## src/rtl/boot_guard_pkg.sv

```systemverilog
package boot_guard_pkg;
  typedef enum logic [1:0] {
    SEC_BOOT = 2'd0,
    SEC_PAR1 = 2'd1,
    SEC_PAR2 = 2'd2,
    SEC_MAIN = 2'd3
  } sector_e;

  localparam int unsigned NUM_SECTORS = 4;
endpackage

```

## src/rtl/boot_guard_decode.sv

```systemverilog
module boot_guard_decode
  import boot_guard_pkg::*;
#(
  parameter int unsigned ADDR_W   = 18,
  parameter int unsigned BOOT_LG  = 13,
  parameter int unsigned PARAM_LG = 12,
  parameter bit          TOP_BOOT = 1'b0
) (
  input  logic [ADDR_W-1:0] addr_i,
  output sector_e           sector_o
);
  localparam int unsigned BOOT_SZ = 1 << BOOT_LG;
  localparam int unsigned PAR_SZ  = 1 << PARAM_LG;
  localparam int unsigned MEM_SZ  = 1 << ADDR_W;

  logic [31:0] a;
  assign a = 32'(addr_i);

  generate
    if (TOP_BOOT) begin : g_top
      localparam int unsigned B_LO  = MEM_SZ - BOOT_SZ;
      localparam int unsigned P1_LO = B_LO - PAR_SZ;
      localparam int unsigned P2_LO = P1_LO - PAR_SZ;
      always_comb begin
        if (a >= B_LO)       sector_o = SEC_BOOT;
        else if (a >= P1_LO) sector_o = SEC_PAR1;
        else if (a >= P2_LO) sector_o = SEC_PAR2;
        else                 sector_o = SEC_MAIN;
      end
    end else begin : g_bottom
      localparam int unsigned P1_LO = BOOT_SZ;
      localparam int unsigned P2_LO = BOOT_SZ + PAR_SZ;
      localparam int unsigned M_LO  = BOOT_SZ + 2 * PAR_SZ;
      always_comb begin
        if (a < P1_LO)      sector_o = SEC_BOOT;
        else if (a < P2_LO) sector_o = SEC_PAR1;
        else if (a < M_LO)  sector_o = SEC_PAR2;
        else                sector_o = SEC_MAIN;
      end
    end
  endgenerate
endmodule

```

## src/rtl/boot_guard_id.sv

```systemverilog
module boot_guard_id #(
  parameter int unsigned ADDR_W    = 18,
  parameter int unsigned BOOT_BASE = 0,
  parameter logic [15:0] MFG_CODE  = 16'h161F,
  parameter logic [15:0] DEV_CODE  = 16'h1692
) (
  input  logic [ADDR_W-1:0] addr_i,
  input  logic              id_mode_i,
  input  logic              lock_i,
  output logic [15:0]       id_data_o
);
  localparam int unsigned LOCK_ADDR = BOOT_BASE + 2;

  logic hi_zero;
  logic at_lock;
  assign hi_zero = (addr_i[ADDR_W-1:1] == '0);
  assign at_lock = (32'(addr_i) == LOCK_ADDR);

  always_comb begin
    id_data_o = '0;
    if (id_mode_i) begin
      if (hi_zero)      id_data_o = addr_i[0] ? DEV_CODE : MFG_CODE;
      else if (at_lock) id_data_o = {15'd0, lock_i};
    end
  end
endmodule

```

## src/rtl/boot_guard_ctrl.sv

```systemverilog
module boot_guard_ctrl
  import boot_guard_pkg::*;
#(
  parameter int unsigned OP_CYCLES = 8,
  localparam int unsigned CNT_W    = (OP_CYCLES > 1) ? $clog2(OP_CYCLES) : 1
) (
  input  logic                   clk_i,
  input  logic                   rst_ni,
  input  logic                   por_ni,
  input  sector_e                sector_i,
  input  logic                   prog_req_i,
  input  logic                   serase_req_i,
  input  logic                   cerase_req_i,
  input  logic                   lock_req_i,
  input  logic                   hv_override_i,
  output logic                   lock_o,
  output logic [NUM_SECTORS-1:0] erase_en_o,
  output logic                   prog_allow_o,
  output logic                   busy_o,
  output logic                   reject_o
);
  localparam logic [CNT_W-1:0] CNT_LOAD = CNT_W'(OP_CYCLES - 1);

  logic                   lock_q;
  logic                   busy_q, prog_q, rej_q, guard_q;
  logic [NUM_SECTORS-1:0] en_q;
  logic [CNT_W-1:0]       cnt_q;

  // request decision
  logic                   blocked, boot_hit, req_any, dec_rej, dec_prog, dec_guard;
  logic [NUM_SECTORS-1:0] dec_en;

  assign blocked  = lock_q & ~hv_override_i;
  assign boot_hit = (sector_i == SEC_BOOT);
  assign req_any  = ~busy_q & (cerase_req_i | serase_req_i | prog_req_i);

  always_comb begin
    dec_en    = '0;
    dec_prog  = 1'b0;
    dec_rej   = 1'b0;
    dec_guard = 1'b0;
    if (cerase_req_i) begin
      dec_en    = blocked ? 4'b1110 : 4'b1111;
      dec_guard = lock_q & hv_override_i;
    end else if (serase_req_i) begin
      if (boot_hit && blocked) dec_rej = 1'b1;
      else                     dec_en  = 4'(1) << sector_i;
      dec_guard = boot_hit & lock_q & hv_override_i;
    end else if (prog_req_i) begin
      if (boot_hit && blocked) dec_rej  = 1'b1;
      else                     dec_prog = 1'b1;
      dec_guard = boot_hit & lock_q & hv_override_i;
    end
  end

  // sticky lockout, cleared only by power-on init
  always_ff @(posedge clk_i or negedge por_ni) begin
    if (!por_ni)                  lock_q <= 1'b0;
    else if (lock_req_i && !busy_q) lock_q <= 1'b1;
  end

  always_ff @(posedge clk_i or negedge rst_ni) begin
    if (!rst_ni) begin
      busy_q  <= 1'b0;
      prog_q  <= 1'b0;
      rej_q   <= 1'b0;
      guard_q <= 1'b0;
      en_q    <= '0;
      cnt_q   <= '0;
    end else begin
      rej_q <= 1'b0;
      if (busy_q) begin
        if ((guard_q && !hv_override_i) || cnt_q == '0) begin
          busy_q  <= 1'b0;
          prog_q  <= 1'b0;
          en_q    <= '0;
          guard_q <= 1'b0;
          rej_q   <= guard_q & ~hv_override_i;
        end else begin
          cnt_q <= cnt_q - 1'b1;
        end
      end else if (req_any) begin
        if (dec_rej) begin
          rej_q <= 1'b1;
        end else begin
          busy_q  <= 1'b1;
          cnt_q   <= CNT_LOAD;
          en_q    <= dec_en;
          prog_q  <= dec_prog;
          guard_q <= dec_guard;
        end
      end
    end
  end

  assign lock_o       = lock_q;
  assign erase_en_o   = en_q;
  assign prog_allow_o = prog_q;
  assign busy_o       = busy_q;
  assign reject_o     = rej_q;
endmodule

```

## src/rtl/boot_guard.sv

```systemverilog
module boot_guard
  import boot_guard_pkg::*;
#(
  parameter int unsigned ADDR_W     = 18,
  parameter int unsigned BOOT_LG    = 13,
  parameter int unsigned PARAM_LG   = 12,
  parameter bit          TOP_BOOT   = 1'b0,
  parameter int unsigned OP_CYCLES  = 8,
  parameter logic [15:0] MFG_CODE   = 16'h161F,
  parameter logic [15:0] DEV_BOTTOM = 16'h1692,
  parameter logic [15:0] DEV_TOP    = 16'h1690
) (
  input  logic              clk_i,
  input  logic              rst_ni,
  input  logic              por_ni,
  input  logic [ADDR_W-1:0] addr_i,
  input  logic              prog_req_i,
  input  logic              serase_req_i,
  input  logic              cerase_req_i,
  input  logic              lock_req_i,
  input  logic              id_mode_i,
  input  logic              hv_override_i,
  output logic [1:0]        sector_o,
  output logic [3:0]        erase_en_o,
  output logic              prog_allow_o,
  output logic              busy_o,
  output logic              reject_o,
  output logic [15:0]       id_data_o
);
  localparam int unsigned BOOT_BASE = TOP_BOOT ? ((1 << ADDR_W) - (1 << BOOT_LG)) : 0;
  localparam logic [15:0] DEV_CODE  = TOP_BOOT ? DEV_TOP : DEV_BOTTOM;

  sector_e sector_w;
  logic    lock_w;

  boot_guard_decode #(
    .ADDR_W(ADDR_W), .BOOT_LG(BOOT_LG), .PARAM_LG(PARAM_LG), .TOP_BOOT(TOP_BOOT)
  ) u_decode (
    .addr_i  (addr_i),
    .sector_o(sector_w)
  );

  boot_guard_ctrl #(.OP_CYCLES(OP_CYCLES)) u_ctrl (
    .clk_i        (clk_i),
    .rst_ni       (rst_ni),
    .por_ni       (por_ni),
    .sector_i     (sector_w),
    .prog_req_i   (prog_req_i),
    .serase_req_i (serase_req_i),
    .cerase_req_i (cerase_req_i),
    .lock_req_i   (lock_req_i),
    .hv_override_i(hv_override_i),
    .lock_o       (lock_w),
    .erase_en_o   (erase_en_o),
    .prog_allow_o (prog_allow_o),
    .busy_o       (busy_o),
    .reject_o     (reject_o)
  );

  boot_guard_id #(
    .ADDR_W(ADDR_W), .BOOT_BASE(BOOT_BASE), .MFG_CODE(MFG_CODE), .DEV_CODE(DEV_CODE)
  ) u_id (
    .addr_i   (addr_i),
    .id_mode_i(id_mode_i),
    .lock_i   (lock_w),
    .id_data_o(id_data_o)
  );

  assign sector_o = sector_w;
endmodule

```

## config.mk

```make
export PLATFORM = sky130hd
export DESIGN_NAME = boot_guard
export DESIGN_NICKNAME = d
export VERILOG_FILES = /design/src/rtl/boot_guard_pkg.sv /design/src/rtl/boot_guard_decode.sv /design/src/rtl/boot_guard_id.sv /design/src/rtl/boot_guard_ctrl.sv /design/src/rtl/boot_guard.sv
export SDC_FILE = /design/constraint.sdc
export NUM_CORES = 1
export LEC_CHECK = 0
export ABC_AREA = 1
export BUFFER_PORTS_ARGS = -buffer_cell sky130_fd_sc_hd__buf_2
export CAP_MARGIN = 25
export CORE_MARGIN = 5
export CORE_UTILIZATION = 45
export CTS_BUF_LIST = sky130_fd_sc_hd__clkbuf_4 sky130_fd_sc_hd__clkbuf_8
export DETAILED_ROUTE_END_ITERATION = 10
export HOLD_SLACK_MARGIN = 0.06
export PLACE_DENSITY_LB_ADDON = 0.05
export RECOVER_POWER = 100
export SETUP_SLACK_MARGIN = 0.2
export SYNTH_ARGS = -nofsm -noshare
export SYNTH_HDL_FRONTEND = slang
export SYNTH_HIERARCHICAL = 1
export SYNTH_SLANG_ARGS = --single-unit
export TNS_END_PERCENT = 100
```

## constraint.sdc

```tcl
create_clock -name clk_i -period 1.7 [get_ports clk_i]
set_input_delay 0.34 -clock clk_i [delete_from_list [all_inputs] [get_ports clk_i]]
set_output_delay 0.34 -clock clk_i [all_outputs]
set_load 0.02 [all_outputs]
```

==> out/results.tsv, run 1 <==
stage	metric	value	unit
min_path	worst hold path type	primary input to register	
global_route	vias in the first global route	806	
synthesis	Post-Synthesis Cells	127	
cells_and_area	Fillers	208	
cells_and_area	multi-input logic area	467	µm²
sta	unrepaired setup endpoints after global routing	yes	
synthesis	register bit total from synthesis	12	
clock_tree	clk sinks	12	
global_route	layer with the highest usage	met2	
die	die area	2980	µm²
synthesis	Syn Area/Cell	7.03	µm²
synthesis	mapped cell area	893	µm²
synthesis	top-area cell type share of the netlist area	33.6	%
die	die height	54.6	µm
drt	DR WL/cell	10.3	µm
clock_tree	clock buffer depth	2	
synthesis	Area contributors post-synth	dfrtp_1, nand2_1, buf_4	
place	post-DP HPWL	1.73	mm
worst_setup_path	startpoint types	primary input	
synthesis	Yosys top cell by area	dfrtp_1	
cells_and_area	antenna cells	0	
die	Die X	54.6	µm
worst_setup_path	cell family with most CP delay	simple AND/OR/NAND/NOR gates	
worst_setup_path	kind of critical path	primary input to output port	
global_route	GRT met3 Usage	4.90	%
drt	vias	881	
place	IO Port Bufs	44	
die	Core Footprint	1920	µm²
sta	minimum clock period	1.55	ns
global_route	met2 usage	30.3	%
clock_tree	CTS buffer count	3	
pwr	Power per Cell Area	1140	nW/µm²
sta	Slew headroom	59.5	%
cells_and_area	Final #Nets	204	
die	Ports	52	
cells_and_area	final core occ	62.9	%
global_route	largest net degree at the start of global routing	12	
die	site row count	16	
sta	Tcrit/Tclk final	91.1	%
worst_setup_path	CP max stage cell	clkbuf_2	
clock_tree	CTS tree	done	
pwr	LEAKAGE	0.676	nW
global_route	first-pass GRT wire length	3.37	mm
synthesis	sequential area share after synthesis	33.6	%
worst_setup_path	CP peak stage delay	0.17	ns
worst_setup_path	Critical Path RT	1.36	ns
pwr	peak supply drop	0.938	mV
cells_and_area	FF+latch area	300	µm²
worst_setup_path	worst-path maximum fanout	3	
clock_tree	Clock transition at path regs	0.07	ns
sta	Final Skew	0.00477	ns
die	initial core utilization	46.5	%
worst_setup_path	worst-path cell chain	buf_2 > nor2_1 > nand2_1 > nor2_4 > nand3_1 > nor2_2 > clkbuf_2	
global_route	initial antenna violation count	0	
clock_tree	CTS H-tree depth	1	
flow_run	Max Cap Viol	0	
synthesis	Synth cell types	21	
sta	Least-Margin Pin Slew	0.608	ns
sta	fmax	0.646	GHz
cells_and_area	Area Growth Syn to Fin	35.3	%
drt	DR vias/cell	4.38	
synthesis	yosys warns	6	
sta	Setup TNS	0	ns
clock_tree	Clock Latency Late Sink	0.27	ns
outcome	status	complete, no violations	
global_route	Global Route Usage Sum	15.9	%
drt	length of the first detailed-routing pass in iterations	4	
sta	final hold vios	0	
drt	DRC Markers	0	
sta	Final Setup Violations	0	
drt	DRT iter0 DRCs	13	
drt	Routed Antenna Nets	0	
worst_setup_path	Critical Path AT	1.21	ns
drt	final WL	2.06	mm
sta	Slew Limit Fails	0	
global_route	M1 GR Usage	16.6	%
place	GP Congestion	0.896	
worst_setup_path	WP buf/inv	2	
clock_tree	Root Buffer	clkbuf_4	
cells_and_area	layout cells sized above 1	33.3	%
global_route	gr ovfl total	0	
worst_setup_path	CP Capture Type	output port	
-- final cells by class --
type                    count  area share, %
inverters                  16           5.18
repair buffers             49           25.6
well taps                  27           2.80
multi-input cells          93           38.6
clock buffers               4           3.00
flip-flops and latches     12           24.8
-- metal layers --
layer / vias up / part of all wire [%]
li1: 468 / -
met1: 393 / 39
met2: 20 / 56
met3: 0 / 5.3
met4: 0 / 0
met5: - / 0
-- repair_timing --
item / CTS / global route
gates cloned: 0 / 0
buffers inserted: 1 / 0
endpoints found under the setup margin: 6 / 9
pin swaps: 6 / 5
hold buffers: 2 / 0
resized for setup: 19 / 7
endpoints found under the hold margin: 12 / 0
-- flip-flops by register name, indices dropped and copies added, names as in the netlist --
signal and count:
u_ctrl/guard_q 1, u_ctrl/reject_o 1, u_ctrl/lock_o 1, u_ctrl/busy_o 1, u_ctrl/erase_en_o 4, u_ctrl/prog_allow_o 1
u_ctrl/cnt_q 3
-- worst paths after layout --
kind                                      start                   end  slack [ns]  cells past startpoint
setup / recovery                     addr_i[12]          id_data_o[7]        0.15                      7
hold / removal                       lock_req_i         u_ctrl/lock_o        0.28                      2
setup reg to reg                  u_ctrl/busy_o        u_ctrl/guard_q        0.29                      6
hold reg to reg            u_ctrl/erase_en_o[1]  u_ctrl/erase_en_o[1]        0.47                      2
max in group asynchronous                rst_ni        u_ctrl/guard_q        0.72                      2
min in group asynchronous                por_ni         u_ctrl/lock_o        0.37                      2
-- synth_stat cells --
master,count
nand2_1,38
inv_1,13
nor2_1,13
buf_4,12
dfrtp_1,12
nand3_1,9
nor2_2,7
o21ai_0,5
inv_2,3
ha_1,2
nand2_4,2
nor3_1,2
a21o_1,1
a21oi_1,1
a21oi_4,1
conb_1,1
nand2_2,1
nand3_2,1
nand3_4,1
nand3b_1,1
nand4_1,1
-- through the flow --
step                instances  power [mW]  instance area [µm²]  worst slack, ns  hold WS (ns)
detailed placement        194        1.21                 1090            0.174         0.117
CTS                       201        1.45                 1220            0.195         0.268
finish                    201        1.38                 1210            0.151         0.279
floorplan                 133        1.01                  916            0.239        0.0444
global route              201        1.54                 1210           0.0892         0.271
global placement          194        1.19                 1090            0.197         0.116
-- kinds of logic (layout without fill, tap and decap cells) --
kind of cell / Yosys count / count (layout) / synth area share, %
compound gates: 8 / 8 / 6.02
other cells: 1 / 7 / 0.420
flops: 12 / 12 / 33.6
fa+ha+maj: 2 / 2 / 2.80
buf+inv: 28 / 69 / 16.8
simple gates: 76 / 76 / 40.3
-- power breakdown --
part / leakage (nW) / internal [mW] / switching, mW
logic: 0.511 / 0.229 / 0.442
clock network: 0.0210 / 0.130 / 0.0933
registers: 0.144 / 0.409 / 0.0772
-- placed cells by master, fill, tap and decap left out --
master,Yosys,layout
buf_2,0,23
buf_6,0,9
nor2_1,13,11
nand3_4,1,1
ha_1,2,2
nand3b_1,1,1
dlygate4sd3_1,0,2
a21o_1,1,1
dfrtp_1,12,12
nand4_1,1,1
nand3_1,9,10
inv_4,0,1
clkbuf_2,0,1
buf_4,12,4
nand2_1,38,37
nor2_4,0,2
nor3_1,2,2
clkbuf_4,0,3
inv_1,13,13
o21ai_0,5,5
nand2_2,1,2
conb_1,1,7
clkbuf_8,0,1
inv_2,3,2
a21oi_1,1,2
nand2_4,2,2
nor2_2,7,7
clkbuf_1,0,10
(Power assumes the default switching activity.)
==> inputs of run 2 (changes only) <==
--- a/config.mk
+++ b/config.mk
@@ -8,8 +8,9 @@
 export ABC_AREA = 1
 export BUFFER_PORTS_ARGS = -buffer_cell sky130_fd_sc_hd__buf_2
 export CAP_MARGIN = 25
-export CORE_MARGIN = 5
-export CORE_UTILIZATION = 45
+export CORE_ASPECT_RATIO = 2
+export CORE_MARGIN = 1
+export CORE_UTILIZATION = 33
 export CTS_BUF_LIST = sky130_fd_sc_hd__clkbuf_4 sky130_fd_sc_hd__clkbuf_8
 export DETAILED_ROUTE_END_ITERATION = 10
 export HOLD_SLACK_MARGIN = 0.06
==> run 2 against run 1 <==
  * Cell count down 0.50%
  * Count of clock-buffer cells in the layout unchanged
  * Largest cell class unchanged
  * Register-to-register slack about the same
  * Critical path type unchanged
  * Highest routed layer is now met4
  * Worst hold slack better by 0.027 ns
  * Sequential cell count is the same
  * Routed wire length is 3.8% higher
==> out/results.tsv, run 2 (same netlist as run 1, synthesis figures left out) <==
stage	metric	value	unit
outcome	status	complete, no violations	
cells_and_area	Area Growth Syn to Fin	36.4	%
drt	vias	919	
sta	Final Setup Violations	0	
sta	Final Skew	0.00168	ns
cells_and_area	multi-input logic area	487	µm²
clock_tree	CTS tree	done	
worst_setup_path	Worst R2R Start	u_ctrl/busy_o	
pwr	Tot Pwr	1.49	mW
clock_tree	Root Buffer	clkbuf_8	
global_route	gr ovfl total	0	
global_route	first-pass GRT wire length	3.12	mm
worst_setup_path	CP Capture Type	output port	
die	die area	2930	µm²
drt	DRC Markers	0	
cells_and_area	max reg flops	4	
cells_and_area	Final #Nets	202	
die	initial core utilization	34.8	%
die	Core Footprint	2570	µm²
drt	DR vias/cell	4.60	
drt	final WL	2.14	mm
global_route	initial antenna violation count	0	
global_route	vias in the first global route	800	
clock_tree	Clock Latency Late Sink	0.24	ns
clock_tree	clk sinks	12	
die	Die X	38.8	µm
drt	DRT iter0 DRCs	16	
worst_setup_path	startpoint types	primary input	
worst_setup_path	Reg2Reg Setup Slack	0.29	ns
sta	Least-Margin Pin Slew	0.641	ns
global_route	Global Route Usage Sum	15.6	%
cells_and_area	most common cell after layout, fill and taps aside	nand2_1	
pwr	LEAKAGE	0.673	nW
worst_setup_path	Critical Path RT	1.36	ns
sta	Slew headroom	57.3	%
sta	Setup TNS	0	ns
place	Placed Area	1080	µm²
cells_and_area	FF+latch area	300	µm²
cells_and_area	Finished Cell Area	1220	µm²
flow_run	Max Cap Viol	0	
min_path	worst hold path type	primary input to register	
clock_tree	CTS buffer count	3	
drt	length of the first detailed-routing pass in iterations	4	
sta	Slew Limit Fails	0	
pwr	peak supply drop	0.632	mV
cells_and_area	antenna cells	0	
global_route	largest net degree at the start of global routing	12	
drt	Routed Antenna Nets	0	
sta	unrepaired setup endpoints after global routing	yes	
cells_and_area	most frequent cells in the layout	nand2_1, buf_2, inv_1	
worst_setup_path	worst setup path end	id_data_o[9]	
die	site row count	26	
clock_tree	Clock transition at path regs	0.05	ns
cells_and_area	final std cells w/o fill	200	
place	GP Congestion	0.751	
worst_setup_path	Reg2Reg Depth	6	
die	die height	75.6	µm
pwr	Power per Cell Area	1220	nW/µm²
worst_setup_path	CP startpoint	addr_i[6]	
cells_and_area	final core occ	47.4	%
clock_tree	CTS H-tree depth	1	
sta	final hold vios	0	
cells_and_area	Fillers	284	
place	placed insts	193	
worst_setup_path	kind of critical path	primary input to output port	
clock_tree	clock buffer depth	2	
cells_and_area	layout cells sized above 1	32.0	%
worst_setup_path	worst-path maximum fanout	5	
sta	minimum clock period	1.57	ns
worst_setup_path	Critical R2R Capture	u_ctrl/erase_en_o[3]	
place	post-placement setup slack	0.135	ns
worst_setup_path	Critical Path AT	1.23	ns
sta	Tcrit/Tclk final	92.2	%
drt	DR WL/cell	10.7	µm
place	IO Port Bufs	44	
sta	final worst-path setup slack	0.133	ns
sta	fmax	0.638	GHz
sta	Hold WS	0.306	ns
place	post-DP HPWL	1.75	mm
die	Ports	52	
run 2: cell count changes in the layout (fill, tap and decap cells not counted), moves of 2 or more:
cell	previous run	this run
clkbuf_1	10	12
nor2_4	2	4
nand3_1	10	8
clkbuf_4	3	0
nand3_2	0	2
clkbuf_8	1	4
buf_2	23	21
buf_6	9	7
run 2: worst max-delay path, stage by stage:
cell and delay, ns:
buf_6 0.10, nor2_4 0.09, nand3_2 0.09, nor2_4 0.15, nand3_2 0.10, inv_1 0.15
clkbuf_2 0.20
run 2: area by class of cell:
| class | count | area share (%) |
|---|---|---|
| tap | 28 | 2.87 |
| timing repair buffer | 47 | 23.1 |
| multi-input combinational | 93 | 39.9 |
| clock buffer | 4 | 4.52 |
| inverter | 16 | 4.93 |
| sequential | 12 | 24.6 |
run 2: metal layers:
metal  vias up  track usage (%)  part of all wire, %
met5         -                0                    0
met4         0             10.3                  2.6
met3         4             1.17                  6.6
met2        35             31.5                   57
met1       416             12.8                   34
li1        464                -                    -
run 2: repair_timing:
item	4_1_cts	5_1_grt
hold buffers	2	0
pin swaps	0	9
setup endpoints to repair	9	9
gates resized for setup	7	19
buffers inserted	1	0
endpoints found under the hold margin	12	0
run 2: worst min path at each step:
stage / startpoint / to / cells after the start
after floorplan: rst_ni / u_ctrl/busy_o / 0
after CTS: lock_req_i / u_ctrl/lock_o / 2
after detailed placement: por_ni / u_ctrl/lock_o / 1
after global routing: lock_req_i / u_ctrl/lock_o / 2
final: lock_req_i / u_ctrl/lock_o / 2
after global placement: por_ni / u_ctrl/lock_o / 1
run 2: power breakdown:
group | switching, mW | internal, mW
Sequential | 0.0813 | 0.411
Clock | 0.103 | 0.204
Combinational | 0.461 | 0.230
Total | 0.646 | 0.845
